`config.mk`:
```
export PLATFORM = sky130hd
export DESIGN_NAME = post_code_ring
export DESIGN_NICKNAME = d
export VERILOG_FILES = /design/src/rtl/post_ring_pkg.sv /design/src/rtl/post_ring_ram.sv /design/src/rtl/post_ring_ptr.sv /design/src/rtl/post_code_ring.sv
export SDC_FILE = /design/constraint.sdc
export NUM_CORES = 1
export LEC_CHECK = 0
export ABC_AREA = 1
export ABC_CLOCK_PERIOD_IN_PS = 2800
export BUFFER_PORTS_ARGS = -buffer_cell sky130_fd_sc_hd__buf_2
export CORE_ASPECT_RATIO = 1.4
export CORE_MARGIN = 1
export CORE_UTILIZATION = 56
export CTS_BUF_LIST = sky130_fd_sc_hd__clkbuf_4 sky130_fd_sc_hd__clkbuf_8 sky130_fd_sc_hd__clkbuf_16
export DETAILED_ROUTE_END_ITERATION = 10
export PLACE_DENSITY = 0.74
export SLEW_MARGIN = 30
export SYNTH_ARGS = -nofsm -noshare
export SYNTH_HDL_FRONTEND = slang
export SYNTH_HIERARCHICAL = 1
export SYNTH_SLANG_ARGS = --single-unit
```
`constraint.sdc`:
```
create_clock -name clk -period 2.8 [get_ports clk]
set_clock_uncertainty 0.2 [all_clocks]
set_input_delay 0.42 -clock clk [delete_from_list [all_inputs] [get_ports clk]]
set_output_delay 0.42 -clock clk [all_outputs]
set_load 0.1 [all_outputs]
```
`src/rtl/post_ring_pkg.sv`:
```
package post_ring_pkg;
  typedef enum logic [1:0] {
    SEL_BEGIN = 2'd0,
    SEL_END   = 2'd1,
    SEL_CUR   = 2'd2,
    SEL_NONE  = 2'd3
  } reg_sel_e;
endpackage

```
`src/rtl/post_ring_ram.sv`:
```
module post_ring_ram #(
  parameter int DATA_W = 8,
  parameter int DEPTH  = 64,
  localparam int IDX_W = $clog2(DEPTH)
) (
  input  logic              clk,
  input  logic              we,
  input  logic [IDX_W-1:0]  waddr,
  input  logic [DATA_W-1:0] wdata,
  input  logic [IDX_W-1:0]  raddr,
  output logic [DATA_W-1:0] rdata
);
  logic [DATA_W-1:0] mem [DEPTH];

  always_ff @(posedge clk) begin
    if (we) mem[waddr] <= wdata;
    rdata <= mem[raddr];
  end
endmodule

```
`src/rtl/post_ring_ptr.sv`:
```
module post_ring_ptr
  import post_ring_pkg::*;
#(
  parameter int IDX_W = 6
) (
  input  logic             clk,
  input  logic             rst,
  input  logic             capture_req,
  input  logic             cfg_wr,
  input  reg_sel_e         cfg_sel,
  input  logic [IDX_W-1:0] cfg_wdata,
  output logic [IDX_W-1:0] begin_q,
  output logic [IDX_W-1:0] end_q,
  output logic [IDX_W-1:0] cur_q,
  output logic             store_en,
  output logic [IDX_W-1:0] store_idx
);
  logic cur_wr;
  logic at_end;

  assign cur_wr    = cfg_wr && (cfg_sel == SEL_CUR);
  assign at_end    = (cur_q == end_q);
  assign store_idx = at_end ? begin_q : cur_q + IDX_W'(1);
  assign store_en  = capture_req && !cur_wr;

  always_ff @(posedge clk) begin
    if (rst) begin
      begin_q <= '0;
      end_q   <= '1;
      cur_q   <= '0;
    end else begin
      if (cfg_wr && cfg_sel == SEL_BEGIN) begin_q <= cfg_wdata;
      if (cfg_wr && cfg_sel == SEL_END)   end_q   <= cfg_wdata;
      if (cur_wr)        cur_q <= cfg_wdata;
      else if (store_en) cur_q <= store_idx;
    end
  end

  a_r1_reset_values: assert property (@(posedge clk)
    rst |=> (begin_q == '0 && end_q == '1 && cur_q == '0));

  a_r3_wrap_to_begin: assert property (@(posedge clk) disable iff (rst)
    (store_en && cur_q == end_q) |=> (cur_q == $past(begin_q)));

  a_r3_step_up: assert property (@(posedge clk) disable iff (rst)
    (store_en && cur_q != end_q) |=> (cur_q == $past(cur_q) + IDX_W'(1)));

  a_r5_hold_when_idle: assert property (@(posedge clk) disable iff (rst)
    (!capture_req && !cur_wr) |=> $stable(cur_q));

  a_r8_cfg_wins: assert property (@(posedge clk) disable iff (rst)
    cur_wr |=> (cur_q == $past(cfg_wdata)));
endmodule

```
`src/rtl/post_code_ring.sv`:
```
module post_code_ring
  import post_ring_pkg::*;
#(
  parameter int          DATA_W       = 8,
  parameter int          DEPTH        = 64,
  parameter int          ADDR_W       = 16,
  parameter logic [15:0] CAPTURE_ADDR = 16'h0080,
  localparam int         IDX_W        = $clog2(DEPTH)
) (
  input  logic              clk,
  input  logic              rst,
  input  logic              host_wr,
  input  logic [ADDR_W-1:0] host_addr,
  input  logic [DATA_W-1:0] host_data,
  input  logic              func_en,
  input  logic              accept_en,
  input  logic              irq_en,
  input  logic              cfg_wr,
  input  logic [1:0]        cfg_sel,
  input  logic [DATA_W-1:0] cfg_wdata,
  output logic [DATA_W-1:0] cfg_rdata,
  input  logic [IDX_W-1:0]  rd_idx,
  output logic [DATA_W-1:0] rd_data,
  output logic              new_code_irq
);
  logic             capture_req;
  logic             store_en;
  logic [IDX_W-1:0] store_idx;
  logic [IDX_W-1:0] begin_q, end_q, cur_q;
  reg_sel_e         sel;
  logic             unused_wdata_hi;

  assign sel             = reg_sel_e'(cfg_sel);
  assign unused_wdata_hi = ^cfg_wdata[DATA_W-1:IDX_W];
  assign capture_req     = host_wr && (host_addr == ADDR_W'(CAPTURE_ADDR))
                           && func_en && accept_en;

  post_ring_ptr #(.IDX_W(IDX_W)) u_ptr (
    .clk        (clk),
    .rst        (rst),
    .capture_req(capture_req),
    .cfg_wr     (cfg_wr),
    .cfg_sel    (sel),
    .cfg_wdata  (cfg_wdata[IDX_W-1:0]),
    .begin_q    (begin_q),
    .end_q      (end_q),
    .cur_q      (cur_q),
    .store_en   (store_en),
    .store_idx  (store_idx)
  );

  post_ring_ram #(.DATA_W(DATA_W), .DEPTH(DEPTH)) u_ram (
    .clk  (clk),
    .we   (store_en),
    .waddr(store_idx),
    .wdata(host_data),
    .raddr(rd_idx),
    .rdata(rd_data)
  );

  always_ff @(posedge clk) begin
    if (rst) begin
      new_code_irq <= 1'b0;
      cfg_rdata    <= '0;
    end else begin
      new_code_irq <= store_en && irq_en;
      unique case (sel)
        SEL_BEGIN: cfg_rdata <= DATA_W'(begin_q);
        SEL_END:   cfg_rdata <= DATA_W'(end_q);
        SEL_CUR:   cfg_rdata <= DATA_W'(cur_q);
        default:   cfg_rdata <= '0;
      endcase
    end
  end

  a_r7_irq_needs_capture: assert property (@(posedge clk) disable iff (rst)
    new_code_irq |-> $past(host_wr && func_en && accept_en && irq_en));

  a_r2_capture_moves_ptr: assert property (@(posedge clk) disable iff (rst)
    (capture_req && !(cfg_wr && sel == SEL_CUR) && !(cur_q == end_q && begin_q == end_q))
      |=> !$stable(cur_q));
endmodule

```
# [Word level (Yosys, flattened, before mapping)]
# Memories as Yosys holds them, arrays and structs flattened. A register that Yosys moved wholly into a read port is not among the register bits.
# Index checks and enable logic that the tools add are counted.
# Widths: inputs -> output; s select.
[classes] n_addsub=1 eq_ne=4 mux=6 n_reduce_logical=11
[ops] cell="$mux 6" n=3
[ops] cell="$pmux 6 s3" n=1
[ops] cell="$eq 16x8->1 const B" n=1
[ops] cell="$logic_and 1x1->1" n=8
[ops] cell="$add 6x1->6 const B" n=1
[ops] cell="$eq 6x6->1" n=1
[ops] cell="$eq 2x1->1 const B" n=1
[ops] cell="$eq 2x2->1 const B" n=1
[ops] cell="$logic_not 2->1" n=1
[ops] cell="$mux 1" n=2
[ops] cell="$reduce_bool 2->1" n=1
[ops] cell="$logic_not 1->1" n=1
[word_totals] ff_bits=27 ramBits=512 in_bits=47 output_inout_bits=17 wordCells=28 n_memories=1
[memory_table] memory="u_ram.mem" depth=64 word_bits=8 read_ports=1 rd_ports_with_merged_regs=1 write_ports=1 line_no="post_ring_ram.sv:13" rtl="logic [DATA_W-1:0] mem [DEPTH];"

# [Longest topological paths before layout]
# Gate-level depths: netlist (run 1).
[logic_depth] depth_word=7 mapped_depth=12 depth_no_buf=10

# [Hierarchy]
# Netlist (run 1), hierarchy kept.
[modules_own_cells] module="post_ring_ram" instances=1 cells_per_inst=1805 area_per_inst_um2=21339.2 seq_area_each_um2=15534.9
[modules_own_cells] module="post_ring_ptr" instances=1 cells_per_inst=153 area_per_inst_um2=1108.6 seq_area_each_um2=360.3
[modules_own_cells] module="post_code_ring" instances=1 cells_per_inst=70 area_per_inst_um2=444.2 seq_area_each_um2=140.1

# [Worst setup path before layout (run 1)]
# No wires, ideal clock.
[synth_timing] path_type="input -> register" start="input port host_addr[15]" end="memory u_ram.mem[48][0] (enable)" setup_ns=0.395 arrival_time_ns=2.455 required_time_ns=2.205 path_slack_ns=-0.249 stages=10 path_buffers=1 path_cell_list="nor2_1 > nand2_1 > nor2_1 > nand2_1 > nor2_1 > inv_1 > a31oi_4 > clkbuf_1 > nand4_1 > nor4_1"
[synth_between] elab_chain_cells=7
[synth_lines] item="from (decl)" line_no="post_code_ring.sv:13" rtl="input logic [ADDR_W-1:0] host_addr,"
[synth_lines] item="$eq 16x8->1" line_no="post_code_ring.sv:35" rtl="assign capture_req = host_wr && (host_addr == ADDR_W'(CAPTURE_ADDR))"
[synth_lines] item="$logic_and 1x1->1" line_no="post_code_ring.sv:35"
[synth_lines] item="$logic_and 1x1->1 (2 in a row)" line_no="post_code_ring.sv:36" rtl="&& func_en && accept_en;"
[synth_lines] item="via capture_req" line_no="post_code_ring.sv:26" rtl="logic capture_req;"
[synth_lines] item="$logic_and 1x1->1" line_no="post_ring_ptr.sv:24" rtl="assign store_en = capture_req && !cur_wr;"
[synth_lines] item="via store_en" line_no="post_code_ring.sv:27" rtl="logic store_en;"
[synth_lines] item="$mux 1" line_no="post_ring_ram.sv:16" rtl="if (we) mem[waddr] <= wdata;"
[synth_lines] item="$mux 1 (implied by the code)" line_no="post_ring_ram.sv:16"
[synth_lines] item="to (decl)" line_no="post_ring_ram.sv:13"
# The timed path passes the listed nets, and every way through them passes these cells.

# [Worst setup path in the final report (run 1)]
[layout_timing] start="register u_ptr.end_q[1]" end="memory u_ram.mem[53][6] (enable)"
[layout_between] elab_chain_cells=2
[layout_lines] item="from (decl)" line_no="post_ring_ptr.sv:13" rtl="output logic [IDX_W-1:0] end_q,"
[layout_lines] item="from (signal assigned)" line_no="post_ring_ptr.sv:33" rtl="if (cfg_wr && cfg_sel == SEL_END) end_q <= cfg_wdata;"
[layout_lines] item="$eq 6x6->1" line_no="post_ring_ptr.sv:22" rtl="assign at_end = (cur_q == end_q);"
[layout_lines] item="$mux 6" line_no="post_ring_ptr.sv:23" rtl="assign store_idx = at_end ? begin_q : cur_q + IDX_W'(1);"
[layout_lines] item="via store_idx[3]" line_no="post_code_ring.sv:28" rtl="logic [IDX_W-1:0] store_idx;"
# The timed path passes the listed nets, and every way through them passes these cells.

==> results of run 1 <==
## repair_timing
| item | CTS | global route |
|---|---|---|
| setup buffers | 0 | 0 |
| pin swaps | 0 | 1 |
| setup endpoints to repair | 244 | 371 |
| hold endpoints to repair | 20 | 0 |
| gates resized for setup | 30 | 29 |
| hold buffers | 10 | 0 |
## sequential cells by signal, summed over array words and instances, names as in the netlist
name	count
u_ram/mem	512
cfg_rdata	6
new_code_irq	1
u_ram/rdata	8
u_ptr/cur_q	6
u_ptr/end_q	6
u_ptr/begin_q	6
## logic make-up after synthesis
family                   after synthesis  synth area share (%)
AO/OA/AOI/OAI                         32                 0.869
XOR/XNOR                               3                 0.115
adder cells (fa/ha/maj)                1                0.0546
buffers and inverters                176                  4.70
flip-flops                           545                  70.0
other                                  1                0.0164
AND/OR/NAND/NOR                     1270                  24.2
## power breakdown
group / leakage [nW] / switching [W] / total (W) / internal, W
Clock: 0.797 / 0.00282 / 0.00663 / 0.00381
Combinational: 4.10 / 0.000944 / 0.00128 / 0.000333
Sequential: 4.87 / 0.0000143 / 0.00894 / 0.00893
Total: 9.77 / 0.00378 / 0.0169 / 0.0131
## synth_stat cells, types with 3 or more instances
library cell / instances / area (um2)
buf_4: 16 / 120
o211ai_1: 6 / 45.0
clkinv_1: 4 / 15.0
clkbuf_1: 16 / 60.1
o21ai_0: 7 / 35.0
nand2_2: 5 / 31.3
a21oi_1: 12 / 60.1
nor2_8: 4 / 80.1
nand3_1: 463 / 2320
nor4_1: 8 / 50.1
buf_1: 10 / 37.5
inv_1: 43 / 161
nand2_1: 695 / 2610
buf_6: 37 / 417
buf_2: 39 / 195
nand4_1: 16 / 100
dfxtp_1: 33 / 661
edfxtp_1: 512 / 15400
inv_2: 7 / 26.3
o22ai_1: 6 / 37.5
and2_1: 4 / 25.0
nor2_1: 68 / 255
xor2_1: 3 / 26.3
## worst min-delay path: stages
cell	delay [ns]
buf_2	0.17
nand3_1	0.10
nand2_1	0.07
## metal layers
layer	routed length (um)	up-vias	global-route usage, %
met5	0	-	0
met4	2480	0	12.8
met3	3480	139	3.11
met2	27800	643	46.1
met1	20800	7562	33.0
li1	-	7304	-
## area by class of cell
class / count / area [um2] / area share, %
multi-input cells: 1308 / 5970 / 22.9
clock buffers: 66 / 1410 / 5.42
repair buffers: 195 / 1560 / 6.00
well taps: 534 / 668 / 2.56
flip-flops and latches: 545 / 16000 / 61.5
clock inverters: 24 / 189 / 0.725
inverters: 56 / 219 / 0.840
## per-stage QoR
stage	std cells	power (W)	area, um2	setup WS (ns)	hold WS [ns]
2_1_floorplan	2029	0.00992	22900	-0.249	0.289
3_3_place_gp	2628	0.0103	24200	-0.113	0.316
3_5_place_dp	2628	0.0104	24200	-0.163	0.320
4_1_cts	2728	0.0169	26000	-0.0223	0.0197
5_1_grt	2728	0.0173	26100	0.00393	0.0520
6_report	2728	0.0169	26100	0.139	0.0348
## worst max-delay path by stage
stage                   startpoint          endpoint  slack [ns]
finish              u_ptr/end_q[1]  u_ram/mem[53][6]        0.14
global route        u_ptr/cur_q[0]  u_ram/mem[25][5]       0.004
CTS                 u_ptr/cur_q[1]  u_ram/mem[58][3]       -0.02
detailed placement  u_ptr/cur_q[1]  u_ram/mem[57][4]       -0.16
global placement     host_addr[15]  u_ram/mem[57][5]       -0.11
floorplan            host_addr[15]  u_ram/mem[48][0]       -0.25
==> impl_metrics.ini, run 1 <==
[worst_setup_path]
crit_buf_inv = 5
crit_path_start_kind = flip-flop
worstPathArrival_ns = 2.73
reg2reg_to = u_ram/mem[53][6]
crit_type = reg2reg
slowest_stage = dfxtp_1
r2r_slack_ns = 0.14
timing.rr.start = u_ptr/end_q[1]
cpLargestDelayFamily = simple AND/OR/NAND/NOR gates
critPathRequiredTime_ns = 2.87
cpMostUsedCell = buf_4
end_kind = flip-flop
cp_max_fo = 8
rr_worst_depth = 12
cpPeakStageDelay_ns = 0.36
path_cells = inv_1 > nand2_1 > nand2_1 > nor2_8 > nand4_1 > and2_1 > inv_1 > buf_4 > nand4_1 > buf_4 > nor4_2 > buf_4
critical_path_depth = 12

[pwr]
power.leakage_nw = 9.77
ir_worst_vdd_v = 0.000507
power_density_nw_per_um2 = 647

[global_route]
grt_pass1_wl_mm = 83.4
gr-total-overflow = 0
antenna_found_initial = 0
grt_max_degree = 106
first_global_vias = 14900
track_usage_pct = 26.4

[run]
maxCapViolCount = 0

[cells_and_area]
layout_common_cells = 695 x nand2_1, 512 x edfxtp_1, 463 x nand3_1
fin_nets = 2203
final_common_cell = nand2_1
utilization_pct = 64.7
nFillCells = 2996
drive_gt1_share_pct = 15.3
area_growth_pct = 13.9
n_antenna_cell = 0

[place]
dpl.hpwl_mm = 33.5
io_buffers = 59
place_congestion = 0.939

[logic_synthesis]
ys_warn_count = 6
avgSynthCellArea_um2 = 11.3
synth_seq_cells = 545
synth_ff_type = edfxtp_1
synth_edf_count = 512
synth_cell_type_count = 35
synthCells = 2028
syn_area_um2 = 22900
ys_async_sr_fraction_pct = 0
synth-seq-area-share_pct = 70.0

[detailed_routing]
antenna_left = 0
routed_via_density = 5.74
drt_first_pass_iters = 6
drt-initial-drc-count = 1721
drc = 0
post_drt_wl_per_cell_um = 20.0
vias = 15600
drt_wl_total_mm = 54.6

[timing]
setup_viol = 0
setup_tns_ns = 0
tightest_slew_ns = 0.782
clock.fmax_ghz = 0.376
maxSlewHeadroom_pct = 47.9
rsz0062_at_grt = no
slew_viol_final = 0
timing_hold_violations_final = 0
min_period_ns = 2.66
fin_crit_sh_pct = 95.0

[cts]
clkTransAtPathRegs_ns = 0.06
cts-root-buf = clkbuf_16
clk_path_buf_depth = 3
cts-htree-levels = 2
numCtsBuffers = 49
clock_sink_count = 545
tritoncts = built
insertion_delay_ns = 0.58

[hold_path]
hp-start = rd_idx[5]
hold_end = u_ram/rdata[5]
hold_path_depth = 3
worst_hold_path_type = in2reg

[run_status]
outcome = complete, no violations

[floorplanning]
rows = 87
fp.dieW_um = 173
core_area_um2 = 40300
ioPinCount = 64
die_area_um2 = 41700
die_h_um = 241
initial_utilization_pct = 56.8
No activity file was read; power rests on OpenSTA's default activity.
==> run 2: changes to the inputs <==
CORE_ASPECT_RATIO = 1.2   (was 1.4)
==> run 2 against run 1 <==
Die area about the same. Sequential cell count unchanged. Final area unchanged. Fmax decreased by 0.49%. Final cell count decreased by 0.18%. Global-route usage decreased by 0.28 points. First-iteration DRC count decreased by 15%. Routed wire length decreased by 0.96%. Clock power increased by 8.6%. Sequential power about the same. Clock-buffer cell count decreased by 1.
==> impl_metrics.ini, run 2 (synthesis gave the netlist of run 1 again) <==
[run_status]
outcome = complete, no violations

[worst_setup_path]
timing.critical_path.to = u_ram/mem[9][6]
cp_max_fo = 8
critPathRequiredTime_ns = 2.88
worstPathArrival_ns = 2.75
startpoint = u_ptr/end_q[2]
r2r_slack_ns = 0.13
crit_path_start_kind = flip-flop
crit_type = reg2reg
rr_worst_depth = 12
end_kind = flip-flop
reg2reg_to = u_ram/mem[9][6]
timing.rr.start = u_ptr/end_q[2]

[detailed_routing]
drc = 0
post_drt_wl_per_cell_um = 19.9
antenna_left = 0
drt_wl_total_mm = 54.1
vias = 15700
drt-initial-drc-count = 1463
drt_first_pass_iters = 5
routed_via_density = 5.77

[pwr]
p_int_w = 0.0136
power_density_nw_per_um2 = 667
switching_share_pct = 21.8
p_seq_share_pct = 51.4
power.total_w = 0.0174
ir_worst_vdd_v = 0.000464
power.leakage_nw = 9.83
switchingPower_w = 0.00380
p_clk_share_pct = 41.4
pwr-share-comb_pct = 7.2

[cts]
cts-root-buf = clkbuf_16
cts-htree-levels = 2
clk_path_buf_depth = 3
tritoncts = built
numCtsBuffers = 50
clock_sink_count = 545
insertion_delay_ns = 0.58
clkTransAtPathRegs_ns = 0.06

[place]
dpl.hpwl_mm = 32.9
place_area_um2 = 24100
place_inst = 2622
io_buffers = 59
place_congestion = 0.897

[timing]
clock.fmax_ghz = 0.374
slew_viol_final = 0
setup_viol = 0
maxSlewHeadroom_pct = 40.0
fin_crit_sh_pct = 95.5
rsz0062_at_grt = no
min_period_ns = 2.67
tightest_slew_ns = 0.900
hold_slack_ns = 0.115
timing_hold_violations_final = 0

[cells_and_area]
final_common_cell = nand2_1
fin_nets = 2199
fin_cells = 2723
drive_gt1_share_pct = 14.7
area_growth_pct = 13.9
largest_reg_flops = 512
fin_area_um2 = 26100
utilization_pct = 65.1
top_register = u_ram/mem
top_regs = u_ram/mem (512), u_ram/rdata (8)
layout_common_cells = 695 x nand2_1, 512 x edfxtp_1, 461 x nand3_1

[run]
maxCapViolCount = 0

[floorplanning]
fp.dieW_um = 187
ioPinCount = 64
die_area_um2 = 41700
rows = 80
core_area_um2 = 40000
die_h_um = 223
initial_utilization_pct = 57.2

[global_route]
track_usage_pct = 26.1
grt_max_degree = 114
antenna_found_initial = 1
first_global_vias = 15100
grt_pass1_wl_mm = 84.0
gr-total-overflow = 0

[hold_path]
worst_hold_path_type = in2reg
==> run 2: worst min-delay path by stage <==
| stage | from | end | depth (start not counted) |
|---|---|---|---|
| final | rd_idx[5] | u_ram/rdata[2] | 3 |
| after global routing | rd_idx[5] | u_ram/rdata[7] | 3 |
| after CTS | rd_idx[5] | u_ram/rdata[0] | 3 |
| after detailed placement | u_ptr/end_q[1] | u_ptr/end_q[1] | 2 |
| after global placement | u_ptr/end_q[5] | u_ptr/end_q[5] | 2 |
| after floorplan | rst | u_ptr/cur_q[0] | 1 |
==> run 2: area by class of cell <==
cell class / count / area (um2)
diodes: 1 / 2.50
fillers: 2981 / 14000
well taps: 533 / 667
clock inverters: 25 / 323
clock buffers: 65 / 1440
flip-flops and latches: 545 / 16000
multi-input cells: 1308 / 5870
inverters: 56 / 219
repair buffers: 190 / 1510
==> run 2: power by group through the flow <==
stage               Clock [W]  Sequential [W]  Combinational (W)
floorplan                   0         0.00926           0.000661
global placement            0         0.00912            0.00120
detailed placement          0         0.00912            0.00123
CTS                   0.00727         0.00894            0.00124
global route          0.00757         0.00894            0.00135
finish                0.00720         0.00894            0.00125
==> run 2: stage by stage <==
step	TNS [ns]	worst slack, ns
finish	0	0.126
global route	0	0.0100
CTS	-0.506	-0.0422
detailed placement	-3.32	-0.0884
global placement	-1.69	-0.0557
floorplan	-15.96	-0.249
==> run 2: what timing repair did <==
item,in CTS,in global routing
gates resized for setup,8,26
hold buffers,9,0
setup buffers,0,1
hold endpoints to repair,19,0
endpoints found under the setup margin,80,300
==> run 2: routing by layer <==
layer  share of wire (%)  wire [um]  track usage [%]
met5                   0          0                0
met4                 3.6       1960             10.9
met2                  50      26900             44.5
met3                 7.9       4250             3.81
met1                  39      21000             33.6
==> run 2: critical path, stage by stage, from the launching register on <==
cell and delay [ns]:
dfxtp_1 0.37, inv_1 0.08, nand2_1 0.11, nand2_4 0.08, nor2_8 0.16, nand4_1 0.14
and2_2 0.24, inv_1 0.14, nand4_1 0.11, buf_4 0.19, buf_4 0.18, nor2_1 0.18
buf_6 0.18
